$ cat config.mk
export PLATFORM = sky130hd
export DESIGN_NAME = pad_serial_port
export DESIGN_NICKNAME = d
export VERILOG_FILES = /design/src/rtl/pad_port_pkg.sv /design/src/rtl/pad_addr_decode.sv /design/src/rtl/pad_strobe_reg.sv /design/src/rtl/pad_shift_chan.sv /design/src/rtl/pad_open_bus.sv /design/src/rtl/pad_serial_port.sv
export SDC_FILE = /design/constraint.sdc
export NUM_CORES = 1
export LEC_CHECK = 0
export ABC_AREA = 1
export CORE_MARGIN = 3
export CORE_UTILIZATION = 41
export DETAILED_ROUTE_END_ITERATION = 12
export PLACE_DENSITY = 0.83
export SYNTH_ARGS = -nofsm -noshare
export SYNTH_HDL_FRONTEND = slang
export SYNTH_HIERARCHICAL = 1
export SYNTH_SLANG_ARGS = --single-unit
$ cat constraint.sdc
create_clock -name clk -period 1.6 [get_ports clk]
set_input_delay 0.16 -clock clk [delete_from_list [all_inputs] [get_ports clk]]
set_output_delay 0.16 -clock clk [all_outputs]
set_load 0.02 [all_outputs]
$ cat src/rtl/pad_port_pkg.sv
`timescale 1ns/1ps
package pad_port_pkg;
   typedef enum logic [1:0] {
      ACC_NONE  = 2'd0,
      ACC_WRITE = 2'd1,
      ACC_READ  = 2'd2
   } acc_kind_e;

   function automatic acc_kind_e classify(input logic valid, input logic we);
      if (!valid)  return ACC_NONE;
      else if (we) return ACC_WRITE;
      else         return ACC_READ;
   endfunction
endpackage

$ cat src/rtl/pad_addr_decode.sv
`timescale 1ns/1ps
module pad_addr_decode
   import pad_port_pkg::*;
#(
   parameter int ADDR_W = 16,
   parameter int NUM_PADS = 2,
   parameter logic [ADDR_W-1:0] STROBE_ADDR = 16'h4016,
   parameter logic [ADDR_W-1:0] PAD_BASE = 16'h4016
) (
   input  logic                clk,
   input  logic                rst_n,
   input  logic                cpu_valid,
   input  logic                cpu_we,
   input  logic [ADDR_W-1:0]   cpu_addr,
   output logic                strobe_wr,
   output logic [NUM_PADS-1:0] rd_hit,
   output logic                any_rd_hit
);
   acc_kind_e kind;

   assign kind = classify(cpu_valid, cpu_we);
   assign strobe_wr = (kind == ACC_WRITE) && (cpu_addr == STROBE_ADDR);

   for (genvar p = 0; p < NUM_PADS; p++) begin : g_hit
      localparam logic [ADDR_W-1:0] PAD_ADDR = PAD_BASE + ADDR_W'(p);
      assign rd_hit[p] = (kind == ACC_READ) && (cpu_addr == PAD_ADDR);
   end

   assign any_rd_hit = |rd_hit;

   assert_onehot_hit_R8: assert property (@(posedge clk) disable iff (!rst_n)
      $onehot0(rd_hit));
endmodule

$ cat src/rtl/pad_strobe_reg.sv
`timescale 1ns/1ps
module pad_strobe_reg (
   input  logic clk,
   input  logic rst_n,
   input  logic strobe_wr,
   input  logic wr_bit,
   output logic strobe
);
   always_ff @(posedge clk) begin
      if (!rst_n)         strobe <= 1'b0;
      else if (strobe_wr) strobe <= wr_bit;
   end

   assert_strobe_load_R1: assert property (@(posedge clk) disable iff (!rst_n)
      strobe_wr |=> strobe == $past(wr_bit));
   assert_strobe_hold_R9: assert property (@(posedge clk) disable iff (!rst_n)
      !strobe_wr |=> $stable(strobe));
endmodule

$ cat src/rtl/pad_shift_chan.sv
`timescale 1ns/1ps
module pad_shift_chan #(
   parameter int   NUM_BUTTONS = 8,
   parameter logic FILL_BIT = 1'b1,
   parameter bit   LIVE_WHILE_STROBE = 1'b1
) (
   input  logic                   clk,
   input  logic                   rst_n,
   input  logic                   strobe,
   input  logic                   rd_en,
   input  logic [NUM_BUTTONS-1:0] buttons,
   output logic                   serial_bit
);
   localparam int TOP = NUM_BUTTONS - 1;

   logic [TOP:0] shreg;

   always_ff @(posedge clk) begin
      if (!rst_n)      shreg <= {NUM_BUTTONS{FILL_BIT}};
      else if (strobe) shreg <= buttons;
      else if (rd_en)  begin
         if (NUM_BUTTONS > 1) shreg <= {FILL_BIT, shreg[TOP:1]};
         else                 shreg <= FILL_BIT;
      end
   end

   if (LIVE_WHILE_STROBE) begin : g_live
      assign serial_bit = strobe ? buttons[0] : shreg[0];
   end else begin : g_reg
      assign serial_bit = shreg[0];
   end

   assert_fill_top_R4: assert property (@(posedge clk) disable iff (!rst_n)
      (rd_en && !strobe) |=> shreg[TOP] == FILL_BIT);
   assert_no_shift_R5: assert property (@(posedge clk) disable iff (!rst_n)
      (!rd_en && !strobe) |=> $stable(shreg));
endmodule

$ cat src/rtl/pad_open_bus.sv
`timescale 1ns/1ps
module pad_open_bus
   import pad_port_pkg::*;
#(
   parameter int DATA_W = 8
) (
   input  logic              clk,
   input  logic              rst_n,
   input  logic              cpu_valid,
   input  logic              cpu_we,
   input  logic              own_rd,
   input  logic [DATA_W-1:0] wdata,
   input  logic [DATA_W-1:0] foreign_rdata,
   input  logic [DATA_W-1:0] own_rdata,
   output logic [DATA_W-1:0] ob_q
);
   acc_kind_e   kind;
   logic [DATA_W-1:0] phase_data;

   assign kind = classify(cpu_valid, cpu_we);

   always_comb begin
      phase_data = ob_q;
      case (kind)
         ACC_WRITE: phase_data = wdata;
         ACC_READ:  phase_data = own_rd ? own_rdata : foreign_rdata;
         default:   phase_data = ob_q;
      endcase
   end

   always_ff @(posedge clk) begin
      if (!rst_n) ob_q <= '0;
      else        ob_q <= phase_data;
   end

   assert_ob_write_R6: assert property (@(posedge clk) disable iff (!rst_n)
      (cpu_valid && cpu_we) |=> ob_q == $past(wdata));
   assert_ob_foreign_R6: assert property (@(posedge clk) disable iff (!rst_n)
      (cpu_valid && !cpu_we && !own_rd) |=> ob_q == $past(foreign_rdata));
   assert_ob_idle_R6: assert property (@(posedge clk) disable iff (!rst_n)
      !cpu_valid |=> $stable(ob_q));
endmodule

$ cat src/rtl/pad_serial_port.sv
`timescale 1ns/1ps
module pad_serial_port #(
   parameter int ADDR_W = 16,
   parameter int DATA_W = 8,
   parameter int NUM_PADS = 2,
   parameter int NUM_BUTTONS = 8,
   parameter logic [ADDR_W-1:0] STROBE_ADDR = 16'h4016,
   parameter logic [ADDR_W-1:0] PAD_BASE = 16'h4016,
   parameter logic FILL_BIT = 1'b1,
   parameter bit   LIVE_WHILE_STROBE = 1'b1
) (
   input  logic                            clk,
   input  logic                            rst_n,
   input  logic                            cpu_valid,
   input  logic                            cpu_we,
   input  logic [ADDR_W-1:0]               cpu_addr,
   input  logic [DATA_W-1:0]               cpu_wdata,
   input  logic [DATA_W-1:0]               bus_rdata_in,
   input  logic [NUM_PADS*NUM_BUTTONS-1:0] pad_buttons,
   output logic [DATA_W-1:0]               pad_rdata,
   output logic                            pad_rdata_valid
);
   if (NUM_BUTTONS < 1) begin : g_bad_buttons
      $error("NUM_BUTTONS must be at least 1");
   end
   if (DATA_W < 2) begin : g_bad_width
      $error("DATA_W must be at least 2");
   end
   if (NUM_PADS < 1) begin : g_bad_pads
      $error("NUM_PADS must be at least 1");
   end

   logic                strobe_wr;
   logic                strobe;
   logic [NUM_PADS-1:0] rd_hit;
   logic                any_rd_hit;
   logic [NUM_PADS-1:0] pad_bit;
   logic                sel_bit;
   logic [DATA_W-1:0]   ob_q;

   pad_addr_decode #(
      .ADDR_W(ADDR_W), .NUM_PADS(NUM_PADS),
      .STROBE_ADDR(STROBE_ADDR), .PAD_BASE(PAD_BASE)
   ) u_dec (
      .clk(clk), .rst_n(rst_n),
      .cpu_valid(cpu_valid), .cpu_we(cpu_we), .cpu_addr(cpu_addr),
      .strobe_wr(strobe_wr), .rd_hit(rd_hit), .any_rd_hit(any_rd_hit)
   );

   pad_strobe_reg u_strobe (
      .clk(clk), .rst_n(rst_n),
      .strobe_wr(strobe_wr), .wr_bit(cpu_wdata[0]), .strobe(strobe)
   );

   for (genvar p = 0; p < NUM_PADS; p++) begin : g_pad
      pad_shift_chan #(
         .NUM_BUTTONS(NUM_BUTTONS), .FILL_BIT(FILL_BIT),
         .LIVE_WHILE_STROBE(LIVE_WHILE_STROBE)
      ) u_chan (
         .clk(clk), .rst_n(rst_n), .strobe(strobe), .rd_en(rd_hit[p]),
         .buttons(pad_buttons[p*NUM_BUTTONS +: NUM_BUTTONS]),
         .serial_bit(pad_bit[p])
      );
   end

   assign sel_bit = |(pad_bit & rd_hit);
   assign pad_rdata = {ob_q[DATA_W-1:1], sel_bit};
   assign pad_rdata_valid = any_rd_hit;

   pad_open_bus #(.DATA_W(DATA_W)) u_ob (
      .clk(clk), .rst_n(rst_n),
      .cpu_valid(cpu_valid), .cpu_we(cpu_we), .own_rd(any_rd_hit),
      .wdata(cpu_wdata), .foreign_rdata(bus_rdata_in), .own_rdata(pad_rdata),
      .ob_q(ob_q)
   );

   assert_live_a_R2: assert property (@(posedge clk) disable iff (!rst_n)
      (rd_hit[0] && strobe) |-> pad_rdata[0] == pad_buttons[0]);
   assert_ob_own_R6: assert property (@(posedge clk) disable iff (!rst_n)
      any_rd_hit |=> ob_q == $past(pad_rdata));
endmodule

==> flow_summary.toml <==
[critical_path]
arrival_ns = 1.35
cp.required_ns = 1.44
rr_worst_depth = 4
worstSetupEndpointType = "primary output"
cp-start-kind = "primary input"
worstPathMaxFanout = 3
rr_endpoint = "g_pad[0].u_chan/shreg[6]$_SDFFE_PN1P_"
criticalPathCategory = "in2out"
r2r-start = "u_strobe/strobe$_SDFFE_PN0P_"
reg2reg_slack_ns = 0.53

[power]
clockPowerShare = 0.337
ir_drop_v = 0.000452
p_leak_nw = 0.979
power_frac_comb = 0.190
switchingPower_mw = 0.289
power.internal_mw = 1.02
total_power_mw = 1.31
swShare = 0.221
power-per-cell-area_nw_per_um2 = 621
seq_power_share = 0.473

[timing]
relSlewSlack = 0.806
tns_ns = 0
max_slew.worst_pin.slew_ns = 0.290
rsz0062_at_grt = "true"
fin_hold_ws_ns = 0.353
fin_crit_sh = 0.945
fin_crit_ns = 1.51
max_freq_mhz = 662
hold_viol = 0
fin_ws_ns = 0.0883
maxSlewViolCount = 0
setup_viol = 0
fin_skew_ns = 0.00486

[global_routing]
grt_start_max_net_pins = 15
grt_usage = 0.175
grt_first_pass_wirelength_mm = 5.72
antenna_found_initial = 0
grt_pass1_vias = 1358
overflow = 0

[clock_network]
cts_tree = "built"
htree_levels = 1
numCtsBuffers = 3
cts_max_path_buffers = 2
clock_sinks = 24
clk_pin_slew_ns = 0.14
cts_root_buffer = "clkbuf_4"
clock_latency_ns = 0.32

[layout]
fin_nets = 327
post-route-util = 0.726
diodes = 0
fin_cells = 316
layout-drive-gt1-share = 0.164
syn2layout_area_growth_pct = 59.1
design_area_um2 = 2100

[placed_design]
dp_cells = 308
dp_hpwl_mm = 2.65
place_area_um2 = 1990
io_buffers = 59
place_ws_ns = -0.440
gp_congestion = 0.808

[floorplan]
die_area_um2 = 3940
die_h_um = 62.8
initial_core_util = 0.456
pin_count = 61
die_w_um = 62.8
rows = 19
core_area_um2 = 2900

[worst_hold_path]
hold_end = "u_ob/ob_q[5]$_SDFFE_PN0P_"
hp-start = "cpu_valid"
hold_depth = 4
hold_path.class = "in2reg"

[routing]
vias = 1524
ant_nets = 0
dr.pass1.iters = 4
vias_per_cell = 4.82
drt_iter0_markers = 43
drc = 0
drt_wl_total_mm = 3.55
avgRoutedWirePerCell_um = 11.2

[yosys]
synth.avg_cell_area_um2 = 6.51
synthesis.area_um2 = 1320
yosys_warnings = 6
syn_inst = 203
syn_nets = 255

[status]
status = "finished clean"

[flow_run]
cap_violations = 0
==> how the worst max path moves through the flow <==
stage                      start                        end  cells past startpoint
floorplan           cpu_addr[11]  u_ob/ob_q[1]$_SDFFE_PN0P_                     11
global placement       cpu_valid               pad_rdata[0]                     10
detailed placement  cpu_addr[14]               pad_rdata[0]                     10
CTS                 cpu_addr[14]               pad_rdata[0]                     10
global route         cpu_addr[4]  u_ob/ob_q[1]$_SDFFE_PN0P_                     13
finish              cpu_addr[14]               pad_rdata[0]                     10
==> placed cells by master, fill, tap and decap left out, types with 3 or more instances in the layout <==
master,instances
nand2_1,60
clkdlybuf4s50_1,54
a21oi_1,30
nand3_1,28
dfxtp_1,24
buf_4,14
inv_1,13
nor2_1,10
o21ai_0,7
nand2_2,6
inv_2,5
nor2_4,4
nor2_2,4
clkbuf_4,3
dlymetal6s2s_1,3
==> flip-flops by register name (all words and copies together) (netlist names) <==
name and flops:
u_ob/ob_q 7, g_pad.u_chan/shreg 16, u_strobe/strobe 1
==> worst max-delay path, stage by stage <==
cell and delay (ns):
clkdlybuf4s50_1 0.45, inv_1 0.04, nor2_1 0.08, nand2_1 0.09, nor2_4 0.13, nand3_2 0.11
inv_2 0.07, nand2_1 0.06, nand2_2 0.06, buf_6 0.11
==> per-layer routing <==
layer  global-route usage  wire (um)  share of wire  up-vias
li1                     -          -              -      799
met1                0.224       1630           0.46      667
met2                0.281       1670           0.47       51
met3               0.0504        201          0.057        7
met4               0.0606         51          0.014        0
met5                    0          0              0        -
==> area by class of cell <==
class | count | area (um^2)
fillers | 266 | 796
multi-input cells | 153 | 733
repair buffers | 74 | 711
flip-flops and latches | 24 | 480
inverters | 19 | 75.1
well taps | 42 | 52.6
clock inverters | 1 | 30.0
clock buffers | 3 | 22.5
==> power groups by stage <==
| stage | registers (mW) | logic [mW] | clock network (mW) |
|---|---|---|---|
| 2_1_floorplan | 0.646 | 0.0624 | 0 |
| 3_3_place_gp | 0.632 | 0.245 | 0 |
| 3_5_place_dp | 0.631 | 0.247 | 0 |
| 4_1_cts | 0.618 | 0.248 | 0.446 |
| 5_1_grt | 0.620 | 0.273 | 0.473 |
| 6_report | 0.618 | 0.249 | 0.441 |
==> timing repair <==
item	in CTS	in global routing
endpoints found under the setup margin	2	9
pin swaps	0	9
hold buffers	0	0
setup buffers	0	4
gates resized for setup	7	17
(Power assumes the default switching activity.)
